$ cat config.mk
export PLATFORM = sky130hd
export DESIGN_NAME = pci_init_term
export DESIGN_NICKNAME = d
export VERILOG_FILES = /design/src/rtl/pcit_pkg.sv /design/src/rtl/pcit_claim_timer.sv /design/src/rtl/pcit_resp_decode.sv /design/src/rtl/pcit_last_phase.sv /design/src/rtl/pci_init_term.sv
export SDC_FILE = /design/constraint.sdc
export NUM_CORES = 1
export LEC_CHECK = 0
export ABC_CLOCK_PERIOD_IN_PS = 2800
export BUFFER_PORTS_ARGS = -buffer_cell sky130_fd_sc_hd__buf_2
export CELL_PAD_IN_SITES_DETAIL_PLACEMENT = 1
export CELL_PAD_IN_SITES_GLOBAL_PLACEMENT = 1
export CORE_ASPECT_RATIO = 0.9
export CORE_UTILIZATION = 35
export DETAILED_ROUTE_END_ITERATION = 16
export GPL_TIMING_DRIVEN = 0
export HOLD_SLACK_MARGIN = 0.12
export MAX_ROUTING_LAYER = met4
export PLACE_DENSITY = 0.65
export SLEW_MARGIN = 30
export SYNTH_ARGS = -nofsm -noshare
export SYNTH_HDL_FRONTEND = slang
export SYNTH_SLANG_ARGS = --single-unit
$ cat constraint.sdc
create_clock -name clk_i -period 2.8 [get_ports clk_i]
set_input_delay 0.28 -clock clk_i [delete_from_list [all_inputs] [get_ports clk_i]]
set_output_delay 0.28 -clock clk_i [all_outputs]
set_load 0.005 [all_outputs]
$ cat src/rtl/pcit_pkg.sv
package pcit_pkg;
  typedef enum logic [2:0] {
    K_DLY_WR  = 3'd0,
    K_NP_RD   = 3'd1,
    K_PF_RD   = 3'd2,
    K_POST_WR = 3'd3,
    K_MWI     = 3'd4
  } kind_e;

  typedef enum logic [1:0] {S_IDLE, S_ADDR, S_DATA, S_DONE} st_e;

  typedef enum logic [2:0] {
    RS_NONE, RS_XFER, RS_DISC_DATA, RS_STOP_NODATA, RS_ABORT
  } resp_e;

  localparam int CAUSE_W   = 7;
  localparam int C_NORMAL  = 0;
  localparam int C_LATCUT  = 1;
  localparam int C_DISC_D  = 2;
  localparam int C_DISC_ND = 3;
  localparam int C_RETRY   = 4;
  localparam int C_TABORT  = 5;
  localparam int C_MABORT  = 6;
endpackage

$ cat src/rtl/pcit_claim_timer.sv
module pcit_claim_timer #(
  parameter int MA_CLKS = 5
) (
  input  logic clk_i,
  input  logic rst_ni,
  input  logic clr_i,
  input  logic run_i,
  input  logic claim_i,
  output logic seen_o,
  output logic expire_o
);
  localparam int CW = $clog2(MA_CLKS + 1);
  logic [CW-1:0] cnt_q;
  logic          seen_q;

  always_ff @(posedge clk_i or negedge rst_ni) begin
    if (!rst_ni) begin
      cnt_q  <= '0;
      seen_q <= 1'b0;
    end else if (clr_i) begin
      cnt_q  <= '0;
      seen_q <= 1'b0;
    end else if (run_i) begin
      if (claim_i) seen_q <= 1'b1;
      else if (!seen_q && cnt_q != CW'(MA_CLKS)) cnt_q <= cnt_q + 1'b1;
    end
  end

  assign seen_o   = seen_q;
  // last cycle of the window still without a claim
  assign expire_o = run_i && !seen_q && !claim_i && (cnt_q == CW'(MA_CLKS - 1));
endmodule

$ cat src/rtl/pcit_resp_decode.sv
module pcit_resp_decode
  import pcit_pkg::*;
(
  input  logic  data_i,
  input  logic  claim_i,
  input  logic  rdy_i,
  input  logic  stop_i,
  input  logic  seen_i,
  output resp_e resp_o
);
  always_comb begin
    resp_o = RS_NONE;
    if (data_i) begin
      if (claim_i) begin
        if (stop_i && rdy_i)  resp_o = RS_DISC_DATA;
        else if (stop_i)      resp_o = RS_STOP_NODATA;
        else if (rdy_i)       resp_o = RS_XFER;
      end else if (stop_i && seen_i) begin
        resp_o = RS_ABORT;
      end
    end
  end
endmodule

$ cat src/rtl/pcit_last_phase.sv
module pcit_last_phase
  import pcit_pkg::*;
#(
  parameter int CNT_W = 8
) (
  input  kind_e            kind_i,
  input  logic [CNT_W-1:0] rem_i,
  input  logic             pfb_i,
  input  logic             lat_i,
  input  logic             gnt_i,
  output logic             nat_o,
  output logic             cut_o
);
  logic lat_cut;
  assign lat_cut = lat_i && !gnt_i;

  always_comb begin
    case (kind_i)
      K_PF_RD:   begin nat_o = pfb_i;               cut_o = lat_cut; end
      K_POST_WR: begin nat_o = (rem_i == CNT_W'(1)); cut_o = lat_cut; end
      K_MWI:     begin nat_o = (rem_i == CNT_W'(1)); cut_o = 1'b0;    end
      default:   begin nat_o = 1'b1;                cut_o = 1'b0;    end
    endcase
  end
endmodule

$ cat src/rtl/pci_init_term.sv
module pci_init_term
  import pcit_pkg::*;
#(
  parameter int CNT_W   = 8,
  parameter int MA_CLKS = 5
) (
  input  logic               clk_i,
  input  logic               rst_ni,
  input  logic               start_i,
  input  logic [2:0]         kind_i,
  input  logic [CNT_W-1:0]   len_i,
  input  logic               pf_boundary_i,
  input  logic               lat_expired_i,
  input  logic               gnt_i,
  input  logic               claim_ni,
  input  logic               tgt_rdy_ni,
  input  logic               tgt_stop_ni,
  output logic               cyc_no,
  output logic               init_rdy_no,
  output logic               busy_o,
  output logic               done_o,
  output logic [CAUSE_W-1:0] cause_o,
  output logic               resume_o,
  output logic [CNT_W-1:0]   delivered_o,
  output logic               rx_mabort_o
);
  st_e                st_q;
  kind_e              kind_q;
  logic [CNT_W-1:0]   rem_q, dlv_q;
  logic               nat_q, cut_q, resume_q, mab_q;
  logic [CAUSE_W-1:0] cause_q;

  logic in_addr, in_data, seen, expire, nat_now, cut_now, nat_eff, cut_eff;
  logic term, resume_d, moved;
  logic [CAUSE_W-1:0] cause_d;
  resp_e resp;

  assign in_addr = (st_q == S_ADDR);
  assign in_data = (st_q == S_DATA);

  pcit_claim_timer #(.MA_CLKS(MA_CLKS)) u_timer (
    .clk_i    (clk_i),
    .rst_ni   (rst_ni),
    .clr_i    ((st_q == S_IDLE) && start_i),
    .run_i    (in_addr || in_data),
    .claim_i  (!claim_ni),
    .seen_o   (seen),
    .expire_o (expire)
  );

  pcit_resp_decode u_dec (
    .data_i  (in_data),
    .claim_i (!claim_ni),
    .rdy_i   (!tgt_rdy_ni),
    .stop_i  (!tgt_stop_ni),
    .seen_i  (seen),
    .resp_o  (resp)
  );

  pcit_last_phase #(.CNT_W(CNT_W)) u_last (
    .kind_i (kind_q),
    .rem_i  (rem_q),
    .pfb_i  (pf_boundary_i),
    .lat_i  (lat_expired_i),
    .gnt_i  (gnt_i),
    .nat_o  (nat_now),
    .cut_o  (cut_now)
  );

  // once the last phase is decided it stays decided
  assign nat_eff = nat_now || nat_q;
  assign cut_eff = cut_now || cut_q;

  always_comb begin
    term     = 1'b0;
    moved    = 1'b0;
    resume_d = 1'b0;
    cause_d  = '0;
    case (resp)
      RS_XFER: begin
        moved = 1'b1;
        if (nat_eff || cut_eff) begin
          term = 1'b1;
          if (nat_eff) cause_d[C_NORMAL] = 1'b1;
          else begin
            cause_d[C_LATCUT] = 1'b1;
            resume_d = (kind_q == K_POST_WR);
          end
        end
      end
      RS_DISC_DATA: begin
        moved = 1'b1;
        term  = 1'b1;
        cause_d[C_DISC_D] = 1'b1;
      end
      RS_STOP_NODATA: begin
        term = 1'b1;
        if (dlv_q == '0) cause_d[C_RETRY]   = 1'b1;
        else             cause_d[C_DISC_ND] = 1'b1;
      end
      RS_ABORT: begin
        term = 1'b1;
        cause_d[C_TABORT] = 1'b1;
      end
      default: ;
    endcase
    if (!term && expire) begin
      term = 1'b1;
      cause_d[C_MABORT] = 1'b1;
    end
  end

  always_ff @(posedge clk_i or negedge rst_ni) begin
    if (!rst_ni) begin
      st_q     <= S_IDLE;
      kind_q   <= K_DLY_WR;
      rem_q    <= '0;
      dlv_q    <= '0;
      nat_q    <= 1'b0;
      cut_q    <= 1'b0;
      resume_q <= 1'b0;
      cause_q  <= '0;
      mab_q    <= 1'b0;
    end else begin
      case (st_q)
        S_IDLE: if (start_i) begin
          st_q     <= S_ADDR;
          kind_q   <= (kind_i > 3'd4) ? K_DLY_WR : kind_e'(kind_i);
          rem_q    <= len_i;
          dlv_q    <= '0;
          nat_q    <= 1'b0;
          cut_q    <= 1'b0;
          resume_q <= 1'b0;
          cause_q  <= '0;
        end
        S_ADDR, S_DATA: begin
          if (moved) begin
            dlv_q <= dlv_q + 1'b1;
            if (rem_q != '0) rem_q <= rem_q - 1'b1;
          end
          if (term) begin
            st_q     <= S_DONE;
            cause_q  <= cause_d;
            resume_q <= resume_d;
            if (cause_d[C_MABORT]) mab_q <= 1'b1;
          end else if (in_addr) begin
            st_q <= S_DATA;
          end else begin
            nat_q <= nat_eff;
            cut_q <= cut_eff;
          end
        end
        default: st_q <= S_IDLE;
      endcase
    end
  end

  assign cyc_no      = !(in_addr || (in_data && !(nat_eff || cut_eff)));
  assign init_rdy_no = !in_data;
  assign busy_o      = (st_q != S_IDLE);
  assign done_o      = (st_q == S_DONE);
  assign cause_o     = done_o ? cause_q : '0;
  assign resume_o    = done_o && resume_q;
  assign delivered_o = dlv_q;
  assign rx_mabort_o = mab_q;
endmodule

# --- Word-level counts from Yosys, hierarchy flattened ---
# Cells that the tools add are included.
word_totals:
  output_inout_bits: 21
  reg_bits: 36
classes:
  order_cmp: 1
  eq_ne: 21
  addsub: 3
  n_reduce_logical: 46
  mux: 57
ops:
  columns: ["operator", "n"]
  rows:
  - ["8-bit 2-to-1 mux", 5]
  - ["8-bit one-hot mux with 2 select lines", 2]
  - ["3-bit 2-to-1 mux", 10]
  - ["1-bit 2-to-1 mux", 24]
  - ["7-bit 2-to-1 mux", 3]
  - ["7-bit one-hot mux with 2 select lines", 1]
  - ["3-bit by 2-bit == test with 1-bit output, second input constant", 4]
  - ["2-bit 2-to-1 mux", 6]
  - ["2-bit inequality test, second input constant", 6]
  - ["3-bit AND reduction", 4]
  - ["1-bit logical AND", 11]
  - ["1-bit one-hot mux with 2 select lines", 5]
  - ["2-bit nonzero test", 5]
  - ["3-bit == test, second input constant", 3]
  - ["8-bit by 1-bit adder with 8-bit output, second input constant", 1]
  - ["8-bit by 1-bit == test with 1-bit output, second input constant", 1]
  - ["1-bit zero test", 8]
  - ["8-bit zero test", 1]
  - ["4-bit AND reduction", 2]
  - ["8-bit nonzero test", 1]
  - ["2-bit OR reduction", 4]
  - ["8-bit by 1-bit subtractor with 8-bit output, second input constant", 1]
  - ["3-bit inequality test, second input constant", 2]
  - ["2-bit AND reduction", 3]
  - ["10 further kinds", 15]

# --- Depth between registers and ports, before layout ---
# Gate-level depths: netlist of run 1.
logic_depth:
  word_depth: 13
  mapped_depth: 10
  mapped_depth_nobuf: 7

# --- Cells and area by module ---
# A second synthesis of run 1 with hierarchy kept.
unflattened:
  cells_unflattened: 254
  hier_area_um2: 2294.7
modules_own_cells:
  columns: ["mod", "n_inst", "cells_per_inst", "area_per_inst_um2", "seq_area_each_um2"]
  rows:
  - ["pci_init_term", 1, 216, 1924.3, 800.8]
  - ["pcit_claim_timer", 1, 25, 242.7, 100.1]
  - ["pcit_last_phase", 1, 9, 87.6, 0.0]
  - ["pcit_resp_decode", 1, 4, 40.0, 0.0]

# --- Worst setup path after synthesis of run 1 ---
# No wires, ideal clock.
synth_path:
  path_type: "reg-to-reg"
  from: "register st_q[0]"
  to: "register cause_q[0]"
  t_arrival_ns: 2.071
  slack_ns: 0.604
  path_buffers: 0
  path_stages_with_launch: 8
  setup_time_ns: 0.125
  path_cell_list: "dfrtp_1 inv_1 ha_1 and3b_1 a32oi_2 a31o_2 a31oi_4 mux2_2"
synth_via:
  elab_chain_cells: 10
  elab_cells_between_ends: 25
synth_lines:
  columns: ["item", "line", "rtl"]
  rows:
  - ["start, declared", "pci_init_term.sv:27", "st_e st_q;"]
  - ["start signal, assigned", "pci_init_term.sv:115", "st_q <= S_IDLE;"]
  - ["start signal, assigned", "pci_init_term.sv:127", "st_q <= S_ADDR;"]
  - ["start signal, assigned", "pci_init_term.sv:142", "st_q <= S_DONE;"]
  - ["2-bit == test", "pci_init_term.sv:39, pci_init_term.sv:125", null]
  - ["3-bit 2-to-1 mux", "pcit_resp_decode.sv:13", "if (data_i) begin"]
  - ["3-bit == test or 3-bit by 2-bit == test with 1-bit output (tied branches)", "pci_init_term.sv:79", "case (resp)"]
  - ["3-bit OR reduction (no line)", null, null]
  - ["1-bit one-hot mux with 2 select lines", "pci_init_term.sv:79", null]
  - ["1-bit zero test", "pci_init_term.sv:107", "if (!term && expire) begin"]
  - ["1-bit logical AND", "pci_init_term.sv:107", null]
  - ["1-bit 2-to-1 mux", "pci_init_term.sv:107", null]
  - ["2-bit inequality test (no line)", null, null]
  - ["3-bit AND reduction (no line)", null, null]
  - ["end signal, assigned", "pci_init_term.sv:143", "cause_q <= cause_d;"]
  - ["end, declared", "pci_init_term.sv:31", "logic [CAUSE_W-1:0] cause_q;"]
# Several ways; a longest one is shown, not always the timed one. The select of a mux whose other input is x is not followed.
# A chain may end at the register's enable or synchronous reset.

# --- Final worst setup path of run 1 ---
layout_path:
  from: "register st_q[0]"
  to: "register cause_q[3]"
# The elaborated chain is that of the path after synthesis.

==> impl_metrics.yaml, run 1 <==
synth:
  synthSimpleGateAreaFrac: 0.214
  synth_cell_types: 52
  synth_sequential_area_ratio: 0.386
  gate_count_of_the_mapped_netlist: 243
  synth_top_cells_by_area: "dfrtp_1 39%, ha_1 7.0%, nand2_1 3.4%"
  yosys_warning_count: 0
  synthesis.area_sq_um: 2340
  yosys.area.top_type: "dfrtp_1"
  synth_top_cell_area_share: 0.386
  synth-seq-cells: 36
  syn_nets: 276
  avgSynthCellArea_sq_um: 9.61
  synth-main-ff-cell: "dfrtp_1"
  post_synth_mux_area_share: 0.0541
  post_synth_fa_ha_maj_area_fraction: 0.0696
  synth_edf_count: 0
  synth_top_family_by_area: "simple AND/OR/NAND/NOR gates"
  async_flop_share: 1.00
  synth-compound-area-share: 0.205
  synth_xor_xnor_area_share: 0.0187
placed_design:
  place.port_buffers: 39
  replace_congestion: 0.741
  dpl-instance-area_sq_um: 2640
  dp_hpwl_mm: 4.28
final_layout:
  multi_input_gate_area_in_the_final_layout_sq_um: 1310
  layout_commonest_cell: "buf_2"
  insertedDiodeCount: 0
  final_layout_size_suffix_gt1_frac: 0.257
  seqCellArea_sq_um: 901
  layout_common_cells: "41 x buf_2, 36 x dfrtp_1, 21 x nand2_1, 16 x inv_1, 15 x a21oi_1"
  layout-area-overhead-vs-synth_pct: 19.2
  fin_nets: 324
  fillers: 749
  finish.instance_area_sq_um: 2790
setup_path:
  cp_num_cells: 7
  critical-path-slowest-cell: "dfrtp_1"
  reg2reg_setup_slack_ns: 0.30
  crit-reg2reg-launch: "st_q[0]"
  cp_slowest_stage_delay_ns: 0.46
  timing.critical_path.from_type: "flop"
  path_class: "reg -> reg"
  cells_on_worst_reg2reg_path: 7
  critPathTopFamily: "multiplexers"
  worst-path-max-fanout: 10
  critPathLaunch: "st_q[0]"
  worst_r2r_endpoint: "cause_q[3]"
  critPathBufInv: 2
  arrival_ns: 2.68
  end_kind: "flop"
  capture_point_of_the_worst_path: "cause_q[3]"
  worstPathCellList: "inv_1 > ha_1 > buf_2 > mux2i_1 > a31o_2 > a31oi_4 > mux2_2"
  worst_ep_required_time_ns: 2.98
floorplanning:
  die_width_um: 88.1
  die_area_sq_um: 7010
  die_height_um: 79.5
  fp.coreArea_sq_um: 6280
  boundary_pins: 41
  num_rows: 27
  floorplan.initialDensity: 0.372
clock_tree:
  post_cts_resized: 0
  cts.reportedPaths.clkPinSlew_ns: 0.07
  clock_tree.buffer_depth: 2
  clk_root_buffer_cell: "clkbuf_8"
  ctsHtreeMaxLevel: 2
  tritoncts: "built"
  postCtsSetupRepairBufs: 0
  tritoncts_num_sinks: 36
  cts_inserted_buffers: 5
  clk-insertion-delay-late_ns: 0.30
run_status:
  outcome: "complete, no violations"
worst_hold_path:
  min_path_type: "in -> reg"
pwr:
  power.density_nw_per_um2: 1110
  power.static_leakage_nw: 1.28
  post-layout-total-power_mw: 3.08
  vdd_ir_drop_max_uv: 450
global_route:
  grt_pass1_wl_mm: 9.81
  first_global_vias: 1967
  antenna_found_initial: 0
  grt_overflow_total: 0
  grt_max_degree: 37
  grt_util_all_layers: 0.191
detailed_routing:
  vias_per_cell: 5.13
  dr.pass1.iters: 4
  detailroute.via_count: 1946
  drc_errors: 0
  detailedRoute.firstIterationViolations: 69
  drt.antenna.violating_nets: 0
  wire_length_reported_by_the_detailed_router_mm: 5.69
  drt-wirelength-per-cell_um: 15.0
timing:
  finalMaxSlewViolations: 0
  setup_violations: 0
  share_of_the_clock_period_used_by_the_worst_path_after_layout: 0.893
  max_freq_ghz: 0.400
  timing.clock.skew_ns: 0.00625
  finalWorstPathRequiredPeriod_ns: 2.50
  finalHoldWorstSlack_ns: 0.226
  tightestPinTransition_ns: 0.551
  finalHoldViolations: 0
  grt_setup_unrepaired: "no"
  max_slew_margin: 0.622
  final.setup.tns_ns: 0
flow_run:
  cap_viol_max_count: 0
[layer usage]
layer	track usage	up-vias	routed length, um
li1	-	962	-
met1	0.252	942	2910
met2	0.297	35	2530
met3	0.0352	7	171
met4	0.0629	0	80
met5	-	-	0
[power by group]
part / leakage [nW] / total [mW] / switching (mW) / internal [mW]
Combinational: 0.758 / 1.75 / 1.04 / 0.711
Sequential: 0.472 / 0.873 / 0.186 / 0.687
Clock: 0.0552 / 0.459 / 0.195 / 0.264
[per-stage QoR]
stage	instances	setup slack, ns	util
after detailed placement	369	0.272	0.420
after global placement	369	0.305	0.420
after floorplan	243	0.604	-
final	379	0.300	0.443
after CTS	378	0.253	0.439
after global routing	379	0.126	0.443
[state kept, by name, summed over array words and instances (netlist names)]
signal	cells
kind_q	3
u_timer.cnt_q	3
resume_q	1
delivered_o	8
st_q	2
rx_mabort_o	1
cut_q	1
cause_q	7
u_timer.seen_o	1
nat_q	1
rem_q	8
[logic make-up after synthesis]
kind of cell / Yosys count
and+or+nand+nor: 91
xor gates and xnor gates: 5
adders and majority gates: 13
muxes: 12
DFF: 36
buffers and inverters: 26
AOI/OAI and AO/OA: 60
[synth_stat cells (all sizes together) (3+ instances only)]
master / number
or3: 5
nor3: 13
ha: 13
a31oi: 3
o21ai: 14
a21boi: 4
clkbuf: 4
nand4: 3
and2: 8
xnor2: 3
mux2i: 7
nor2: 8
a22o: 3
mux2: 5
dfrtp: 36
nand3: 10
nand2: 21
a21oi: 18
o22ai: 3
inv: 16
nor2b: 3
and3: 3
nand2b: 5
buf: 6
[repair_timing]
| item | 4_1_cts | 5_1_grt |
|---|---|---|
| setup endpoints to repair | 0 | 0 |
| hold endpoints to repair | 9 | 0 |
| hold buffers | 1 | 0 |
[layout make-up]
type                       count  share of cell area
inverter                      16              0.0216
timing repair buffer          41              0.0836
sequential                    36               0.323
tap                           87              0.0391
clock buffer                   6              0.0261
clock inverter                 2              0.0126
multi-input combinational    181               0.471
buffer                        10              0.0225
[how the worst min path moves through the flow]
stage | slack [ns] | to | start | cells past startpoint
final | 0.23 | kind_q[2] | kind_i[2] | 2
after global routing | 0.23 | kind_q[2] | kind_i[2] | 2
after CTS | 0.22 | kind_q[2] | kind_i[2] | 2
after detailed placement | 0.44 | delivered_o[0] | rst_ni | 1
after global placement | 0.44 | delivered_o[0] | rst_ni | 1
after floorplan | -0.02 | cause_q[0] | rst_ni | 0
No activity file was read; power rests on OpenSTA's default activity.
==> run 2: changes to the inputs <==
CORE_UTILIZATION = 43   (was 35)
PLACE_DENSITY = 0.78   (was 0.65)
==> run 2 against run 1 <==
Clock power shrank 9.4%; count of clock-buffer cells in the layout grew 1; worst hold slack gained 0.0054 ns; final cell count shrank 5.8%; worst setup slack gained 0.0028 ns; via count grew 0.87%; cell area shrank 2.2%; clock skew grew 0.0015 ns; critical path type unchanged.
==> impl_metrics.yaml, run 2 (same netlist as run 1, synthesis figures left out) <==
run_status:
  outcome: "complete, no violations"
final_layout:
  layout_commonest_cell: "buf_2"
  layout-area-overhead-vs-synth_pct: 16.6
  layout_common_cells: "40 x buf_2, 36 x dfrtp_1, 21 x nand2_1, 16 x inv_1, 15 x a21oi_1"
  final_layout_size_suffix_gt1_frac: 0.255
  insertedDiodeCount: 0
  fin_nets: 323
detailed_routing:
  drt.antenna.violating_nets: 0
  detailedRoute.firstIterationViolations: 53
  wire_length_reported_by_the_detailed_router_mm: 5.70
  vias_per_cell: 5.50
  detailroute.via_count: 1963
  drt-wirelength-per-cell_um: 16.0
  dr.pass1.iters: 4
  drc_errors: 0
timing:
  finalWorstPathRequiredPeriod_ns: 2.50
  finalHoldWorstSlack_ns: 0.231
  finalMaxSlewViolations: 0
  finalHoldViolations: 0
  max_freq_ghz: 0.400
  tightestPinTransition_ns: 0.561
  final.setup.tns_ns: 0
  timing.clock.skew_ns: 0.00770
  grt_setup_unrepaired: "no"
  max_slew_margin: 0.615
  share_of_the_clock_period_used_by_the_worst_path_after_layout: 0.892
  setup_violations: 0
placed_design:
  dp_hpwl_mm: 4.20
  replace_congestion: 0.732
  place.port_buffers: 39
floorplanning:
  die_height_um: 71.9
  die_width_um: 79.7
  fp.coreArea_sq_um: 5260
  boundary_pins: 41
  die_area_sq_um: 5730
  num_rows: 25
  floorplan.initialDensity: 0.445
setup_path:
  arrival_ns: 2.68
  end_kind: "flop"
  critPathLaunch: "st_q[0]"
  timing.critical_path.from_type: "flop"
  worst_ep_required_time_ns: 2.98
  path_class: "reg -> reg"
  crit-reg2reg-launch: "st_q[0]"
  worst-path-max-fanout: 10
clock_tree:
  tritoncts_num_sinks: 36
  post_cts_resized: 0
  clk_root_buffer_cell: "clkbuf_8"
  tritoncts: "built"
  clk-insertion-delay-late_ns: 0.30
  cts_inserted_buffers: 5
  clock_tree.buffer_depth: 2
  cts.reportedPaths.clkPinSlew_ns: 0.07
  ctsHtreeMaxLevel: 2
  postCtsSetupRepairBufs: 0
  postCtsHoldBufs: 1
pwr:
  vdd_ir_drop_max_uv: 711
  power.static_leakage_nw: 1.27
  post-layout-total-power_mw: 3.04
  power.density_nw_per_um2: 1110
global_route:
  grt_pass1_wl_mm: 9.25
  first_global_vias: 1899
  grt_max_degree: 37
  grt_util_all_layers: 0.220
  grt_overflow_total: 0
  antenna_found_initial: 0
worst_hold_path:
  hp-start: "kind_i[2]"
  min_path_type: "in -> reg"
flow_run:
  cap_viol_max_count: 0
[run 2: worst paths after layout]
| path | end | slack [ns] | cells after the start |
|---|---|---|---|
| hold / removal | kind_q[2] | 0.23 | 2 |
| min in group asynchronous | delivered_o[6] | 0.49 | 2 |
| setup reg to reg | cause_q[3] | 0.30 | 7 |
| hold reg to reg | rx_mabort_o | 0.48 | 1 |
| setup / recovery | cause_q[3] | 0.30 | 7 |
| max in group asynchronous | kind_q[2] | 1.97 | 2 |
[run 2: area by class of cell]
type / count / area [sq um]
Timing Repair Buffer: 40 / 208
Tap cell: 67 / 83.8
Fill cell: 635 / 2530
Sequential cell: 36 / 901
Multi-Input combinational cell: 181 / 1310
Buffer: 10 / 62.6
Inverter: 16 / 60.1
Clock buffer: 7 / 96.3
[run 2: metal layers]
layer,vias to the layer above,global-route usage,part of all wire
met5,-,-,0
met4,0,0.0727,0.014
met3,7,0.0428,0.039
met2,41,0.343,0.46
met1,955,0.288,0.49
li1,960,-,-
[run 2: worst max-delay path: stages, from the launching register on]
cell	delay, ns
dfrtp_1	0.44
inv_1	0.09
ha_1	0.31
buf_2	0.27
mux2i_1	0.25
a31o_2	0.29
a31oi_4	0.34
mux2_2	0.38
[run 2: power by group]
| group | switching, mW | internal (mW) | total [mW] |
|---|---|---|---|
| Clock | 0.197 | 0.219 | 0.416 |
| Sequential | 0.190 | 0.687 | 0.877 |
| Combinational | 1.04 | 0.707 | 1.74 |
[run 2: stage by stage]
| stage | worst slack (ns) | utilization | instances | instance area (sq um) |
|---|---|---|---|---|
| finish | 0.303 | 0.518 | 357 | 2720 |
| global route | 0.169 | 0.518 | 357 | 2720 |
| CTS | 0.282 | 0.518 | 357 | 2720 |
| detailed placement | 0.290 | 0.498 | 349 | 2620 |
| global placement | 0.343 | 0.498 | 349 | 2620 |
| floorplan | 0.604 | - | 243 | 2340 |
